File: src/rtl/pdly_pkg.sv
package pdly_pkg;
    localparam int RATIO  = 4;                 // fast cycles per core cycle
    localparam int PH_W   = $clog2(RATIO);
    localparam int INT_W  = 4;
    localparam int FINE_W = 7;
    localparam int CFG_W  = INT_W + FINE_W;
    localparam int QTR    = (1 << FINE_W) / 4; // a quarter period in fine steps

    typedef struct packed {
        logic [INT_W-1:0]  intd;   // bits [10:7]
        logic [FINE_W-1:0] fine;   // bits [6:0]
    } dly_cfg_t;
endpackage

File: src/rtl/pdly_pipe.sv
module pdly_pipe #(
    parameter int NPIN = 2,
    parameter int NST  = 3
) (
    input  logic              clk,
    input  logic              rst,
    input  logic              tick,
    input  logic [NPIN*8-1:0] din,
    input  logic              dq_oe,
    input  logic              dqs_oe,
    output logic [NPIN*8-1:0] word,
    output logic              wr_pulse,
    output logic              str_pulse
);
    localparam int WW = NPIN * 8;

    typedef struct packed {
        logic          doe;
        logic          soe;
        logic [WW-1:0] dat;
    } stage_t;

    typedef struct packed {
        stage_t [NST-1:0] st;
    } state_t;

    state_t s_d, s_q;

    always_comb begin
        s_d = s_q;
        if (tick) begin
            s_d.st[0].doe = dq_oe;
            s_d.st[0].soe = dqs_oe;
            s_d.st[0].dat = din;
            for (int i = 1; i < NST; i++) begin
                s_d.st[i] = s_q.st[i-1];
            end
        end
    end

    always_ff @(posedge clk) begin
        if (rst) s_q <= '0;
        else     s_q <= s_d;
    end

    assign word      = s_q.st[NST-1].dat;
    assign wr_pulse  = tick & s_q.st[NST-1].doe;
    assign str_pulse = tick & s_q.st[NST-1].soe;
endmodule

File: src/rtl/pdly_tap.sv
module pdly_tap #(
    parameter int IW = 4
) (
    input  logic          clk,
    input  logic          rst,
    input  logic          d_in,
    input  logic          s_in,
    input  logic [IW-1:0] tap,
    output logic          d_out,
    output logic          s_out
);
    localparam int LEN = 1 << IW;

    typedef struct packed {
        logic [LEN-1:0] dsr;
        logic [LEN-1:0] ssr;
    } state_t;

    state_t s_d, s_q;

    always_comb begin
        s_d     = s_q;
        s_d.dsr = {s_q.dsr[LEN-2:0], d_in};
        s_d.ssr = {s_q.ssr[LEN-2:0], s_in};
    end

    always_ff @(posedge clk) begin
        if (rst) s_q <= '0;
        else     s_q <= s_d;
    end

    // tap 0 is already one register past the input
    assign d_out = s_q.dsr[tap];
    assign s_out = s_q.ssr[tap];
endmodule

File: src/rtl/pdly_fifo.sv
module pdly_fifo #(
    parameter int W     = 16,
    parameter int DEPTH = 8     // power of two
) (
    input  logic         clk,
    input  logic         rst,
    input  logic         wr,
    input  logic [W-1:0] wdata,
    input  logic         rd,
    output logic [W-1:0] rdata,
    input  logic         clr,
    output logic         ovf,
    output logic         udf
);
    localparam int AW = $clog2(DEPTH);
    localparam int CW = $clog2(DEPTH + 1);

    typedef struct packed {
        logic [DEPTH-1:0][W-1:0] mem;
        logic [AW-1:0]           wp;
        logic [AW-1:0]           rp;
        logic [CW-1:0]           cnt;
        logic                    ovf;
        logic                    udf;
    } state_t;

    state_t s_d, s_q;
    logic full, empty, do_wr, do_rd;

    always_comb begin
        full  = (s_q.cnt == CW'(DEPTH));
        empty = (s_q.cnt == '0);
        do_wr = wr & (~full | rd);
        do_rd = rd & ~empty;
        s_d   = s_q;
        if (do_wr) begin
            s_d.mem[s_q.wp] = wdata;
            s_d.wp          = s_q.wp + 1'b1;
        end
        if (do_rd) s_d.rp = s_q.rp + 1'b1;
        s_d.cnt = s_q.cnt + CW'(do_wr) - CW'(do_rd);
        if (clr) begin
            s_d.ovf = 1'b0;
            s_d.udf = 1'b0;
        end
        if (wr & full & ~rd) s_d.ovf = 1'b1;
        if (rd & empty)      s_d.udf = 1'b1;
    end

    always_ff @(posedge clk) begin
        if (rst) s_q <= '0;
        else     s_q <= s_d;
    end

    assign rdata = empty ? '0 : s_q.mem[s_q.rp];
    assign ovf   = s_q.ovf;
    assign udf   = s_q.udf;


    ovf_on_full_write_chk: assert property (@(posedge clk) disable iff (rst)
        (wr && s_q.cnt == CW'(DEPTH) && !rd) |=> ovf);

    udf_on_empty_read_chk: assert property (@(posedge clk) disable iff (rst)
        (rd && s_q.cnt == '0) |=> udf);

    ovf_sticky_chk: assert property (@(posedge clk) disable iff (rst)
        (ovf && !clr) |=> ovf);

    udf_cleared_chk: assert property (@(posedge clk) disable iff (rst)
        (clr && !(rd && s_q.cnt == '0)) |=> !udf);
endmodule

File: src/rtl/pdly_ser.sv
module pdly_ser #(
    parameter int NPIN = 2
) (
    input  logic              clk,
    input  logic              rst,
    input  logic              ld,
    input  logic [NPIN*8-1:0] word,
    input  logic              sld,
    output logic [NPIN*2-1:0] dq_out,
    output logic              dq_tri,
    output logic [1:0]        dqs_out,
    output logic              dqs_tri
);
    import pdly_pkg::*;

    localparam int WW = NPIN * 8;
    localparam int OW = NPIN * 2;

    typedef struct packed {
        logic [WW-1:0]   sh;
        logic [PH_W-1:0] rem;
        logic [OW-1:0]   dout;
        logic            act;
        logic [PH_W-1:0] srem;
        logic [1:0]      sout;
        logic            sact;
    } state_t;

    state_t s_d, s_q;

    always_comb begin
        s_d = s_q;
        if (ld) begin
            for (int p = 0; p < NPIN; p++) begin
                s_d.dout[p*2 +: 2] = word[p*8 +: 2];
                s_d.sh[p*8 +: 8]   = {2'b00, word[p*8+2 +: 6]};
            end
            s_d.rem = PH_W'(RATIO - 1);
            s_d.act = 1'b1;
        end else if (s_q.rem != '0) begin
            for (int p = 0; p < NPIN; p++) begin
                s_d.dout[p*2 +: 2] = s_q.sh[p*8 +: 2];
                s_d.sh[p*8 +: 8]   = {2'b00, s_q.sh[p*8+2 +: 6]};
            end
            s_d.rem = s_q.rem - 1'b1;
            s_d.act = 1'b1;
        end else begin
            s_d.dout = '0;
            s_d.act  = 1'b0;
        end

        if (sld) begin
            s_d.sout = 2'b10;
            s_d.srem = PH_W'(RATIO - 1);
            s_d.sact = 1'b1;
        end else if (s_q.srem != '0) begin
            s_d.sout = 2'b10;
            s_d.srem = s_q.srem - 1'b1;
            s_d.sact = 1'b1;
        end else begin
            s_d.sout = 2'b00;
            s_d.sact = 1'b0;
        end
    end

    always_ff @(posedge clk) begin
        if (rst) s_q <= '0;
        else     s_q <= s_d;
    end

    assign dq_out  = s_q.dout;
    assign dq_tri  = ~s_q.act;
    assign dqs_out = s_q.sout;
    assign dqs_tri = ~s_q.sact;


    data_idle_level_chk: assert property (@(posedge clk) disable iff (rst)
        (!ld && s_q.rem == '0) |=> (dq_tri && dq_out == '0));

    strobe_toggle_chk: assert property (@(posedge clk) disable iff (rst)
        sld |=> (dqs_out == 2'b10 && !dqs_tri));
endmodule

File: src/rtl/pdly_tx_path.sv
module pdly_tx_path #(
    parameter int NPIN        = 2,
    parameter int BASE_LAT    = 2,
    parameter int ADD_LAT     = 1,
    parameter int FIFO_DEPTH  = 8,
    parameter bit STRB_CENTER = 1'b1
) (
    input  logic              clk,
    input  logic              rst,
    input  logic [NPIN*8-1:0] din,
    input  logic              dq_oe,
    input  logic              dqs_oe,
    input  logic              cfg_we,
    input  logic [10:0]       cfg_wdata,
    input  logic              err_clr,
    output logic [NPIN*2-1:0] dq_out,
    output logic              dq_tri,
    output logic [1:0]        dqs_out,
    output logic              dqs_tri,
    output logic [6:0]        dq_phase,
    output logic [6:0]        dqs_phase,
    output logic              fifo_ovf,
    output logic              fifo_udf
);
    import pdly_pkg::*;

    localparam int NST = BASE_LAT + ADD_LAT;
    localparam int WW  = NPIN * 8;
    localparam logic [FINE_W-1:0] SOFS = STRB_CENTER ? FINE_W'(QTR) : '0;

    typedef struct packed {
        logic [PH_W-1:0] ph;
        dly_cfg_t        cfg;   // as written
        dly_cfg_t        app;   // in force, updated at core boundaries
    } state_t;

    state_t s_d, s_q;
    logic tick;

    always_comb begin
        tick = (s_q.ph == '0);
        s_d    = s_q;
        s_d.ph = s_q.ph + 1'b1;
        if (cfg_we) s_d.cfg = dly_cfg_t'(cfg_wdata);
        if (tick)   s_d.app = s_q.cfg;
    end

    always_ff @(posedge clk) begin
        if (rst) s_q <= '0;
        else     s_q <= s_d;
    end

    logic [WW-1:0] st_word, fifo_word;
    logic          wr_pulse, str_pulse, rd_en, str_en;

    pdly_pipe #(.NPIN(NPIN), .NST(NST)) u_pipe (
        .clk(clk), .rst(rst), .tick(tick),
        .din(din), .dq_oe(dq_oe), .dqs_oe(dqs_oe),
        .word(st_word), .wr_pulse(wr_pulse), .str_pulse(str_pulse)
    );

    pdly_tap #(.IW(INT_W)) u_tap (
        .clk(clk), .rst(rst),
        .d_in(wr_pulse), .s_in(str_pulse), .tap(s_q.app.intd),
        .d_out(rd_en), .s_out(str_en)
    );

    pdly_fifo #(.W(WW), .DEPTH(FIFO_DEPTH)) u_fifo (
        .clk(clk), .rst(rst),
        .wr(wr_pulse), .wdata(st_word),
        .rd(rd_en), .rdata(fifo_word),
        .clr(err_clr), .ovf(fifo_ovf), .udf(fifo_udf)
    );

    pdly_ser #(.NPIN(NPIN)) u_ser (
        .clk(clk), .rst(rst),
        .ld(rd_en), .word(fifo_word), .sld(str_en),
        .dq_out(dq_out), .dq_tri(dq_tri),
        .dqs_out(dqs_out), .dqs_tri(dqs_tri)
    );

    assign dq_phase  = s_q.app.fine;
    assign dqs_phase = s_q.app.fine + SOFS;


    cfg_boundary_only_chk: assert property (@(posedge clk) disable iff (rst)
        !$past(tick) |-> $stable(s_q.app));
endmodule

File: config.mk
export PLATFORM = sky130hd
export DESIGN_NAME = pdly_tx_path
export DESIGN_NICKNAME = d
export VERILOG_FILES = /design/src/rtl/pdly_pkg.sv /design/src/rtl/pdly_pipe.sv /design/src/rtl/pdly_tap.sv /design/src/rtl/pdly_fifo.sv /design/src/rtl/pdly_ser.sv /design/src/rtl/pdly_tx_path.sv
export SDC_FILE = /design/constraint.sdc
export NUM_CORES = 1
export LEC_CHECK = 0
export ABC_AREA = 1
export BUFFER_PORTS_ARGS = -buffer_cell sky130_fd_sc_hd__buf_2
export CAP_MARGIN = 25
export CORE_MARGIN = 1
export CORE_UTILIZATION = 45
export CTS_BUF_LIST = sky130_fd_sc_hd__clkbuf_4
export DETAILED_ROUTE_END_ITERATION = 10
export PLACE_DENSITY = 0.63
export SLEW_MARGIN = 20
export SYNTH_ARGS = -nofsm -noshare
export SYNTH_HDL_FRONTEND = slang
export SYNTH_SLANG_ARGS = --single-unit
File: constraint.sdc
create_clock -name clk -period 2.7 [get_ports clk]
set_input_delay 0.54 -clock clk [delete_from_list [all_inputs] [get_ports clk]]
set_output_delay 0.54 -clock clk [all_outputs]
set_load 0.1 [all_outputs]
# --- Word level (Yosys, flattened, before mapping) ---
# Cells that the tools add are included.
word_totals:
  reg_bits: 274
  output_inout_bits: 24
  wordCells: 92
op_classes:
  add_sub_neg: 8
  order_cmp: 4
  eq_ne: 1
  muxes: 19
  n_bitwise: 13
  reduce_logical: 10
op_table:
  columns: ["cell", "count"]
  rows:
  - ["$bwmux W128", 1]
  - ["$mux W16", 4]
  - ["$bmux W16 S3", 1]
  - ["$demux W16 S3", 1]
  - ["$mux W21", 1]
  - ["$reduce_bool A2 Y1", 6]
  - ["$mux W5", 2]
  - ["$bmux W1 S4", 2]
  - ["$lt A3 B4 Y1 const B", 2]
  - ["$add A7 B6 Y7 const B", 1]
  - ["$and A1 B1 Y1", 7]
  - ["$add A3 B1 Y3 const B", 2]
  - ["$lt A4 B5 Y1 const B", 1]
  - ["$not A1 Y1", 5]
  - ["$add A4 B1 Y4", 1]
  - ["$eq A4 B4 Y1 const B", 1]
  - ["$logic_not A4 Y1", 1]
  - ["$mux W1", 4]
  - ["$mux W2", 2]
  - ["$sub A2 B1 Y2 const B", 2]
  - ["$sub A4 B1 Y4", 1]
  - ["$ge A3 B1 Y1 const B", 1]
  - ["$mux W3", 1]
  - ["$add A2 B1 Y2 const B", 1]
  - ["other kinds (4)", 4]

# --- Depth between registers and ports, before layout ---
# Gate-level depths: netlist (run 1).
depth:
  depth_word: 6
  depth_mapped: 19
  depth_no_buf: 16

# --- By module ---
# Synthesis (run 1) repeated with hierarchy kept, for this count alone.
unflattened:
  cells_unflattened: 2170
  area_unflattened_um2: 13755.7
modules_own_cells:
  columns: ["mod", "n_inst", "cells_per_inst", "area_each_um2", "seq_area_each_um2"]
  rows:
  - ["pdly_fifo", 1, 1334, 7965.1, 2802.7]
  - ["pdly_pipe", 1, 362, 2387.3, 1081.0]
  - ["pdly_tap", 1, 171, 1243.7, 640.6]
  - ["pdly_tx_path", 1, 162, 1106.1, 480.5]
  - ["pdly_ser", 1, 141, 1053.5, 440.4]

# --- Worst setup path after synthesis (run 1) ---
# No wires, ideal clock.
synth_timing:
  path_kind: "register to register"
  startpoint: "reg s_q[7] (netlist bit)"
  endpoint: "reg u_fifo.s_q[4] (netlist bit)"
  setup_ns: 0.128
  arrival_time_ns: 2.334
  required_time_ns: 2.572
  slack_ns: 0.238
  path_stages_with_launch: 19
  synth_period_minus_slack_ns: 2.462
  path_cell_list: "dfxtp_1 > buf_6 > inv_6 > buf_6 > nand2_2 > nand3_2 > nand3_2 > nand3_2 > nand2_1 > buf_4 > nand2_1 > inv_1 > ha_1 > inv_1 > ha_1 > inv_1 > fa_1 > xor2_1 > nor2_1"
synth_rtl:
  columns: ["item", "line_no", "source"]
  rows:
  - ["start: declaration", "pdly_tx_path.sv:37", "state_t s_d, s_q;"]
  - ["start signal: assignment", "pdly_tx_path.sv:49", "if (rst) s_q <= '0;"]
  - ["start signal: assignment", "pdly_tx_path.sv:50", "else s_q <= s_d;"]
  - ["$bmux W1 S4", "pdly_tap.sv:33", "assign d_out = s_q.dsr[tap];"]
  - ["$mux W1 (implied by the code)", "pdly_tap.sv:33", null]
  - ["$and A1 B1 Y1", "pdly_fifo.sv:34", "do_rd = rd & ~empty;"]
  - ["via u_fifo.do_rd", "pdly_fifo.sv:28", "logic full, empty, do_wr, do_rd;"]
  - ["$sub A4 B1 Y4", "pdly_fifo.sv:41", "s_d.cnt = s_q.cnt + CW'(do_wr) - CW'(do_rd);"]
  - ["end signal: assignment", "pdly_fifo.sv:51", "if (rst) s_q <= '0;"]
  - ["end signal: assignment", "pdly_fifo.sv:52", "else s_q <= s_d;"]
  - ["end: declaration", "pdly_fifo.sv:27", "state_t s_d, s_q;"]
# The timed path passes the listed nets, and every way through them passes these cells. The select of a mux whose other input is x is not followed.
# A chain may end at the register's enable or synchronous reset.

# --- Worst setup path in the final report (run 1) ---
# Same ends and word-level chain as after synthesis.

==> results by group, run 1 <==
Final layout
  – Non-Filler Instances: about 2400
  – Most frequent cells in the layout: 353 x nand2_1, 323 x inv_1, 295 x nor2_1
  – Layout cells sized above 1: roughly an eighth
  – Post-Route Utilization: 50.6%
  – P&R area growth vs syn: 9.83%
  – Post-route cell area: ~0.014 mm²
  – Final #Nets: roughly 2000
  – Filler cell count: approximately 2900
  – Register area: ~0.0054 mm²
  – Area of the multi-input gates: 0.00537 mm²
  – Commonest non-fill, non-tap cell in the layout: nand2_1

Worst setup path
  – Critical path peak fanout: 16
  – Critical Path End Type: register
  – Worst setup path class: reg2reg
  – CP Launch Type: register
  – Crit-path cells: buf_6 > inv_6 > nand2_1 > nand3_1 > nand3_2 > nand3_2 > nand2_1 > nand2_1 > inv_1 > ha_1 > inv_1 > ha_1 > inv_1 > fa_1 > xor2_1 > nor2_1
  – Worst path max stage delay: around 380 ps
  – Worst path slowest cell: fa_1
  – Worst EP arrival: between 2000 and 3000 ps
  – Crit path buffers/inverters: 5
  – Cell family with most CP delay: adder cells
  – Worst EP required: between 3000 and 4000 ps

Clock tree
  – CTS H-Tree Depth: 3
  – Post-CTS Setup Inserts: 0
  – Post-cts hold buffer count: 0
  – CTS buffer count: 77
  – CTS root buf: clkbuf_4
  – CTS tree: done
  – Worst-path clk slew: 60 ps
  – Clk buf depth: 3
  – Worst-skew pair later-pin latency: ~680 ps
  – CTS sink cnt: about 270
  – Post_cts resized: 0

Power and ir drop
  – PD cells: between 800 and 900 mW/mm²
  – Maximum VDD drop: slightly above 0.5 mV
  – Leakage power: about 6.4 nW
  – Total Power: approximately 11 mW

Synthesis
  – Synthesized net count: 1952
  – Synthesized area per cell: ~6.8 µm²
  – Synth warn: 0
  – Netlist cell types: 33
  – Synthesized flop and latch total: about 270
  – Post-synthesis sequential area ratio: between 40% and 50%
  – Mapped Cells: ~1900
  – Post-synthesis instance area: between 0.01 and 0.015 mm²

Timing
  – Slew margin rel.: around 54%
  – Clk_skew: just over 60 ps
  – Final setup margin: 247 ps
  – Hold_ws: 72.6 ps
  – Max Clk Rate: a little over 0.4 GHz
  – Final Critical Period: 2450 ps
  – Slew Limit Fails: 0
  – Setup TNS: 0 ps
  – Worst-margin pin slew: between 600 and 700 ps
  – Final setup fails: 0
  – Fin crit share: 90.9%
  – Hold Violations, Final: 0

Placed design
  – Post-DP HPWL: approximately 20000 µm
  – # port buffers: 55
  – Dpl ws: between 200 and 300 ps
  – Post-placement cell area: 0.0132 mm²
  – Placer Congestion: a little over 0.8
  – Dpl cells: between 2000 and 2500

Floorplanning
  – Core Area: 0.0280 mm²
  – Starting Density: 46.0%
  – Die width: ~170 µm
  – Std cell rows: between 60 and 70
  – Die Height: between 150 and 200 µm
  – Die ar.: slightly below 0.03 mm²
  – # IOs: between 50 and 60

GRT
  – Vias in the first global route: 10900
  – Largest net degree at the start of global routing: around 140
  – Gr usage total: between 20 and 25%
  – First-pass GRT wire length: roughly 54000 µm
  – Total gr overflow: 0
  – Initial antenna violation count: 1

Detailed routing
  – DRC violations left: 0
  – Initial DRC count: roughly 800
  – Vias/cell: slightly below 5
  – DR vias: between 10000 and 15000
  – WL final: around 33000 µm
  – Routed Antenna Nets: 0
  – Drt wl/cell: around 14 µm
  – DR pass1 iterations: 7

Status
  – Status: finished clean

Worst hold path
  – Hold Path Class: in2reg

Run
  – Max-cap viol count: 0
[worst reg2reg max path, cell delays in order (launching register included)]
cell and delay [ps]:
dfxtp_1 350, buf_6 160, inv_6 80, nand2_1 60, nand3_1 80, nand3_2 90
nand3_2 110, nand2_1 120, nand2_1 80, inv_1 110, ha_1 240, inv_1 50
ha_1 130, inv_1 70, fa_1 380, xor2_1 140, nor2_1 50
[cell usage after synthesis]
library cell,number,area (µm²)
a211oi_1,1,7.51
a21oi_1,106,531
a31oi_1,1,6.26
buf_1,17,63.8
buf_12,1,20.0
buf_2,14,70.1
buf_4,20,150
buf_6,17,191
buf_8,1,15.0
clkbuf_1,72,270
clkinv_1,18,67.6
conb_1,1,3.75
dfxtp_1,272,5450
fa_1,1,20.0
ha_1,11,138
inv_1,325,1220
inv_2,2,7.51
inv_6,1,8.76
nand2_1,353,1330
nand2_2,2,12.5
nand3_1,44,220
nand3_2,4,40.0
nand3_4,6,105
nand4_1,136,851
nor2_1,295,1110
nor2_2,1,6.26
nor3_2,8,80.1
nor3b_1,1,7.51
o21a_1,1,7.51
o21ai_0,169,846
o31ai_1,1,7.51
xnor2_1,1,8.76
xor2_1,4,35.0
[power breakdown]
part / internal (mW) / total [mW] / switching (mW)
registers: 4.31 / 4.49 / 0.171
logic: 0.872 / 3.20 / 2.33
clock network: 1.92 / 3.68 / 1.76
total: 7.11 / 11.4 / 4.26
[registers in the layout, indices dropped and copies added (netlist names)]
signal        count
u_tap.s_q         2
u_fifo.s_q      138
s_q              17
u_pipe.word      16
u_ser.s_q        18
u_fifo.udf        1
u_tap.s_d        30
dq_phase          7
u_fifo.ovf        1
u_ser.dq_out      4
u_pipe.s_q       38
[area by class of cell]
type,instances,share of cell area (%)
sequential,272,38.5
inverter,346,9.26
clock inverter,18,0.857
clock buffer,107,5.67
tap,378,3.34
antenna,1,0.0177
multi-input combinational,1147,37.9
timing repair buffer,96,4.48
[cells by family (layout without fill, tap and decap cells)]
group                    after synthesis  in the layout  share of synthesized area (%)
XOR/XNOR                               5              5                          0.340
buffers and inverters                488            567                           16.2
adder cells (fa/ha/maj)               12             12                           1.22
AO/OA/AOI/OAI                        279            279                           10.9
flip-flops                           272            272                           42.2
other                                  1              2                         0.0291
AND/OR/NAND/NOR                      850            850                           29.1
[final timing paths]
kind | cells after the start | endpoint | slack (ps) | from
worst min-delay path | 3 | u_pipe.s_q[5] | 70 | din[5]
worst min register to register | 2 | u_tap.s_d[19] | 390 | u_tap.s_d[18]
worst max-delay path | 16 | u_fifo.s_q[4] | 250 | s_q[7]
worst max register to register | 16 | u_fifo.s_q[4] | 250 | s_q[7]
[metal layers]
| metal | vias up | GRT usage (%) | wire (µm) |
|---|---|---|---|
| li1 | 6033 | - | - |
| met3 | 53 | 4.67 | 2290 |
| met5 | - | 0 | 0 |
| met2 | 346 | 36.1 | 14500 |
| met1 | 5213 | 30.2 | 14900 |
| met4 | 0 | 9.47 | 815 |
(Power assumes the default switching activity.)
==> inputs of run 2 (changes only) <==
==> constraint.sdc (replaced) <==
create_clock -name clk -period 2.3 [get_ports clk]
set_input_delay 0.46 -clock clk [delete_from_list [all_inputs] [get_ports clk]]
set_output_delay 0.46 -clock clk [all_outputs]
set_load 0.1 [all_outputs]
==> run 2 against run 1 <==
  * Non-clock buffer count increased by 45
  * Largest cell class unchanged
  * Global-route usage increased by 0.082 points
  * Sequential share of layout area down 1.4 points
  * Critical endpoint is now u_fifo.s_q[3]
  * Flip-flop and latch count unchanged
  * Count of clock-buffer cells in the layout increased by 5
  * Highest routed layer unchanged
==> results by group, run 2 (same netlist as run 1, synthesis figures left out) <==
Detailed routing
  – WL final: about 33000 µm
  – Vias/cell: slightly below 5
  – Routed Antenna Nets: 0
  – Drt wl/cell: roughly 14 µm
  – Initial DRC count: about 940
  – DR vias: between 10000 and 15000
  – DRC violations left: 0
  – DR pass1 iterations: 6

Worst setup path
  – Reg2Reg Launch Point: s_q[7]
  – R2R depth: 14
  – Critical path peak fanout: 7
  – Worst EP required: around 2900 ps
  – RR Endpoint: u_fifo.s_q[3]
  – CP Launch Type: register
  – Worst EP arrival: roughly 2700 ps
  – Worst path max stage delay: between 500 and 600 ps
  – Crit path buffers/inverters: 4
  – Worst setup path class: reg2reg
  – Critical Path End Type: register
  – Crit-path cells: buf_4 > nand2_1 > nand3_1 > nand3_1 > nand3_2 > nand2_2 > nand2_4 > inv_4 > ha_4 > inv_2 > ha_2 > inv_2 > fa_2 > nor2_1
  – R2R Setup Slk: approximately 130 ps
  – Worst path slowest cell: fa_2
  – Cell family with most CP delay: adder cells

Power and ir drop
  – Logic pwr share: around 29%
  – Switching share of power: 36.5%
  – Seq pwr share: roughly two fifths
  – Internal: 8.69 mW
  – Clock share of power: between 30% and 40%
  – Leakage power: 6.67 nW
  – PD cells: 931 mW/mm²
  – Switching power: 5.00 mW
  – Maximum VDD drop: 0.618 mV

Final layout
  – Final #Nets: ~2000
  – P&R area growth vs syn: 14.1%
  – Largest register by flop count: u_fifo.s_q
  – Layout cells sized above 1: a little over an eighth
  – Commonest non-fill, non-tap cell in the layout: nand2_1
  – Max reg flops: around 140
  – Non-Filler Instances: about 2400
  – Most frequent cells in the layout: 351 x nand2_1, 320 x inv_1, 295 x nor2_1

Floorplanning
  – Core Area: 0.0280 mm²
  – # IOs: 57
  – Std cell rows: 61
  – Die Height: between 150 and 200 µm
  – Die width: ~170 µm
  – Die ar.: 0.0293 mm²
  – Starting Density: 46.0%

Timing
  – Hold Violations, Final: 0
  – Slew margin rel.: between 60% and 70%
  – Max Clk Rate: 0.461 GHz
  – Worst-margin pin slew: around 570 ps
  – Final Critical Period: about 2200 ps
  – Slew Limit Fails: 0
  – Fin crit share: between 90 and 100%
  – Clk_skew: ~67 ps
  – Setup TNS: 0 ps
  – RSZ-0062 raised after global routing: yes
  – Final setup fails: 0

GRT
  – Largest net degree at the start of global routing: between 70 and 80
  – Total gr overflow: 0
  – Vias in the first global route: 10900
  – Gr usage total: approximately 23%
  – First-pass GRT wire length: 54000 µm
  – Initial antenna violation count: 1

Clock tree
  – Worst-skew pair later-pin latency: ~700 ps
  – Worst-path clk slew: around 70 ps
  – Clk buf depth: 3
  – CTS buffer count: 75
  – CTS root buf: clkbuf_4
  – CTS H-Tree Depth: 3
  – CTS sink cnt: about 270
  – CTS tree: done

Worst hold path
  – Hold Path Class: in2reg
  – Worst hold stages: 3
  – Worst hold start: dq_oe
  – WHS Endpoint: u_pipe.s_q[17]

Placed design
  – Dpl cells: 2255
  – Post-DP HPWL: ~20000 µm
  – Placer Congestion: 0.821
  – # port buffers: 55

Run
  – Max-cap viol count: 0

Status
  – Status: finished clean
[run 2: cell types whose count changed in the layout (fill, tap and decap cells not counted), sizes merged]
cell	change
inv	-1
clkinvlp	-2
buf	+18
bufinv	+1
dlygate4sd3	+27
clkbuf	+5
clkinv	-7
[run 2: worst register-to-register path, cell delays in order (launching register included)]
cell	delay, ps
dfxtp_4	380
buf_4	160
nand2_1	60
nand3_1	70
nand3_1	100
nand3_2	100
nand2_2	100
nand2_4	60
inv_4	70
ha_4	190
inv_2	40
ha_2	150
inv_2	40
fa_2	510
nor2_1	40
[run 2: worst max path at each step]
stage	start	endpoint	slack, ps	cells after the start
2_1_floorplan	s_q[7]	u_fifo.s_q[3]	6	17
3_3_place_gp	s_q[7]	u_fifo.s_q[3]	100	14
3_5_place_dp	s_q[7]	u_fifo.s_q[4]	60	15
4_1_cts	s_q[7]	u_fifo.s_q[4]	50	15
5_1_grt	s_q[7]	u_fifo.s_q[4]	-20	15
6_report	s_q[7]	u_fifo.s_q[3]	130	14
[run 2: final cells by class]
type / count / area, µm²
Tap cell: 378 / 473
Timing Repair Buffer: 141 / 1110
Multi-Input combinational cell: 1147 / 5410
Sequential cell: 272 / 5450
Clock buffer: 112 / 841
Fill cell: 2776 / 13300
Clock inverter: 9 / 106
Inverter: 346 / 1310
Antenna cell: 1 / 2.50
[run 2: through the flow]
stage          util (%)  power (mW)  setup slack, ps  area (µm²)  hold slack, ps
6_report           52.5        13.7              132       14700            40.7
5_1_grt            52.5        14.5            -19.6       14700            28.3
4_1_cts            52.4        13.8             47.7       14700           0.775
3_5_place_dp       48.0        9.22             62.3       13500             409
3_3_place_gp       48.0        9.18              105       13500             401
2_1_floorplan         -        8.32             5.60       12900             393
[run 2: power groups by stage]
stage / combinational, mW / clock [mW] / sequential, mW
4_1_cts: 3.93 / 4.60 / 5.24
3_3_place_gp: 3.84 / 0 / 5.34
5_1_grt: 4.41 / 4.84 / 5.28
3_5_place_dp: 3.87 / 0 / 5.34
6_report: 3.99 / 4.45 / 5.24
2_1_floorplan: 2.99 / 0 / 5.33
[run 2: what timing repair did]
action	4_1_cts	5_1_grt
hold buffers	27	0
resized for setup	0	6
setup endpoints to repair	0	14
setup buffers	0	2
endpoints found under the hold margin	27	0
[run 2: per-layer routing]
metal / vias to the layer above / track usage, % / share of wire (%)
met3: 50 / 4.23 / 6.5
met5: - / 0 / 0
met1: 5194 / 31.1 / 47
li1: 6128 / - / -
met2: 319 / 36.6 / 45
met4: 0 / 7.41 / 1.6
==> inputs of run 3 (changes only) <==
--- a/config.mk
+++ b/config.mk
@@ -5,15 +5,15 @@
 export SDC_FILE = /design/constraint.sdc
 export NUM_CORES = 1
 export LEC_CHECK = 0
-export ABC_AREA = 1
 export BUFFER_PORTS_ARGS = -buffer_cell sky130_fd_sc_hd__buf_2
 export CAP_MARGIN = 25
 export CORE_MARGIN = 1
-export CORE_UTILIZATION = 45
+export CORE_UTILIZATION = 25
 export CTS_BUF_LIST = sky130_fd_sc_hd__clkbuf_4
 export DETAILED_ROUTE_END_ITERATION = 10
-export PLACE_DENSITY = 0.63
+export PLACE_DENSITY = 0.41
 export SLEW_MARGIN = 20
 export SYNTH_ARGS = -nofsm -noshare
 export SYNTH_HDL_FRONTEND = slang
+export SYNTH_HIERARCHICAL = 1
 export SYNTH_SLANG_ARGS = --single-unit
==> run 3 against run 2 <==
  * The flow now finishes with violations (DRC, setup timing)
  * Clock skew is 16 ps lower
  * Clock power decreased by 4%
  * Cell count is 24% lower
==> results by group, run 3 <==
Floorplanning
  – Starting Density: between 20% and 30%
  – Std cell rows: 79
  – Die Height: between 200 and 250 µm
  – Die width: between 200 and 250 µm
  – Core Area: 0.0467 mm²
  – # IOs: between 50 and 60
  – Die ar.: between 0.04 and 0.05 mm²

Timing
  – Fin crit share: 126%
  – Final setup fails: around 140
  – Hold Violations, Final: 0
  – Clk_skew: ~51 ps
  – Worst-margin pin slew: 927 ps
  – Final Critical Period: 2890 ps
  – Slew Limit Fails: 0
  – Final setup margin: -594 ps
  – RSZ-0062 raised after global routing: yes
  – Max Clk Rate: 0.346 GHz
  – Slew margin rel.: around two fifths

Synthesis
  – Async S/R FF share, synth: 0%
  – Mapped Cells: 1070
  – Post-Synth Simple-Gate Area: around 16%
  – Synthesized area per cell: approximately 11 µm²
  – Post-synthesis sequential area ratio: between 40% and 50%
  – Post-synth EDFFs: 0
  – Synth Area in Adders: 1.54%
  – Post-synthesis instance area: roughly 0.012 mm²
  – Synth top cells by count: 272 x dfxtp_1, 212 x mux2i_1, 144 x nand2b_1
  – Top FF cell, synth: dfxtp_1
  – Synthesized net count: around 1100
  – Synthesized flop and latch total: around 270
  – Count leader, synth: dfxtp_1
  – Largest family of logic cells by synthesized area: multiplexers
  – Largest cells by area after synthesis: dfxtp_1 46%, mux2i_1 18%, nand2b_1 7.6%, mux4_2 6.8%, nor2_1 3.2%
  – Netlist cell types: 41
  – Synth warn: 6
  – Compound-Gate Fraction of Synth Area: 3.09%
  – Post-synth top area cell: dfxtp_1
  – Post-synthesis mux area share: a little over a quarter
  – Post-synth top area share: a little under half
  – XOR/XNOR Fraction of Synth Area: less than 1%

Final layout
  – Register area: roughly 0.0055 mm²
  – Final #Nets: around 1200
  – P&R area growth vs syn: 21.8%
  – Largest register by flop count: u_fifo/s_q
  – Area of the multi-input gates: ~0.0057 mm²
  – Post-Route Utilization: between 30% and 40%
  – Max reg flops: 138
  – Post-route cell area: roughly 0.014 mm²
  – Filler cell count: around 4800
  – Commonest non-fill, non-tap cell in the layout: dfxtp_1
  – Most frequent cells in the layout: 270 x dfxtp_1, 212 x mux2i_1, 144 x nand2b_1
  – Layout cells sized above 1: between 20 and 30%

Status
  – Failing checks: DRC, setup timing
  – Status: finished with violations

Worst setup path
  – Critical path peak fanout: 6
  – Worst EP required: between 2000 and 3000 ps
  – Worst EP arrival: 3510 ps
  – CP Launch Type: register
  – Critical Path End Type: register
  – Worst setup path class: reg2reg

Detailed routing
  – Initial DRC count: 310
  – Vias/cell: 4.22
  – DR vias: between 7000 and 8000
  – DRC violations left: 4
  – WL final: between 20000 and 30000 µm
  – Drt wl/cell: about 15 µm
  – DR pass1 iterations: 7
  – Routed Antenna Nets: 0

Clock tree
  – CTS H-Tree Depth: 3
  – Worst-skew pair later-pin latency: just under 800 ps
  – CTS buffer count: 80
  – CTS sink cnt: 272
  – Clk buf depth: 3
  – CTS root buf: clkbuf_4
  – Worst-path clk slew: around 60 ps
  – CTS tree: done

GRT
  – Vias in the first global route: slightly below 8000
  – Gr usage total: about an eighth
  – Largest net degree at the start of global routing: slightly above 60
  – First-pass GRT wire length: 44100 µm
  – Total gr overflow: 0
  – Initial antenna violation count: 1

Power and ir drop
  – PD cells: 714 mW/mm²
  – Total Power: between 10 and 15 mW
  – Maximum VDD drop: a little under 0.3 mV
  – Leakage power: between 6 and 7 nW

Worst hold path
  – Hold Path Class: in2reg

Run
  – Max-cap viol count: 0

Placed design
  – # port buffers: 55
  – Dpl ws: -763 ps
  – Placer Congestion: approximately 0.69
  – Post-DP HPWL: 17200 µm
  – Post-placement cell area: between 0.01 and 0.015 mm²
[run 3: timing repair]
item | in CTS | in global routing
hold buffers | 29 | 0
pin swaps | 6 | 3
setup endpoints to repair | 137 | 136
gates resized for setup | 22 | 13
hold endpoints to repair | 29 | 0
cloned | 3 | 1
buffers inserted | 5 | 1
[run 3: metrics by stage]
stage	TNS (ps)	hold slack [ps]	instances
finish	-34530	123	1837
floorplan	-25610	393	1070
CTS	-36250	62.8	1834
global route	-52660	74.9	1837
detailed placement	-38580	405	1676
global placement	-35400	402	1676
[run 3: critical path: stages, from the launching register on]
cell and delay, ps:
dfxtp_4 400, mux4_2 510, a22oi_2 170, nand3_2 90
or4b_4 510, nand2_4 80, ha_4 130, inv_2 40
ha_4 200, a21o_1 150, a21oi_2 140, mux2_4 300
[run 3: kinds of logic (layout without fill, tap and decap cells)]
logic type	after synthesis	in the layout
fa+ha+maj	14	14
xor+xnor	4	4
mux	256	256
buf+inv	141	300
simple gates	328	328
other cells	1	2
compound gates	54	54
flops	272	272
[run 3: power by group]
part / switching, mW / internal, mW
combinational: 0.663 / 0.459
sequential: 0.0710 / 4.84
clock: 2.04 / 2.23
total: 2.77 / 7.52
[run 3: worst paths after layout]
path,depth (start not counted),from,slack (ps),to
hold / removal,4,err_clr,120,u_fifo/ovf
setup / recovery,11,s_q[7],-590,u_fifo/s_q[5]
hold reg to reg,1,s_q[22],410,s_q[22]
setup reg to reg,11,s_q[7],-590,u_fifo/s_q[5]
[run 3: layout make-up]
type	instances	share of cell area (%)
multi-input cells	657	39.2
flip-flops and latches	272	37.8
repair buffers	158	11.0
clock buffers	106	5.52
well taps	607	5.27
clock inverters	16	0.729
inverters	20	0.521
diodes	1	0.0174
[run 3: per-layer routing]
metal,vias up,GRT usage (%),wire [µm]
met1,3655,15.5,13300
met5,-,0,0
met2,146,18.5,12600
met3,59,3.22,1250
li1,3888,-,-
met4,0,5.52,668
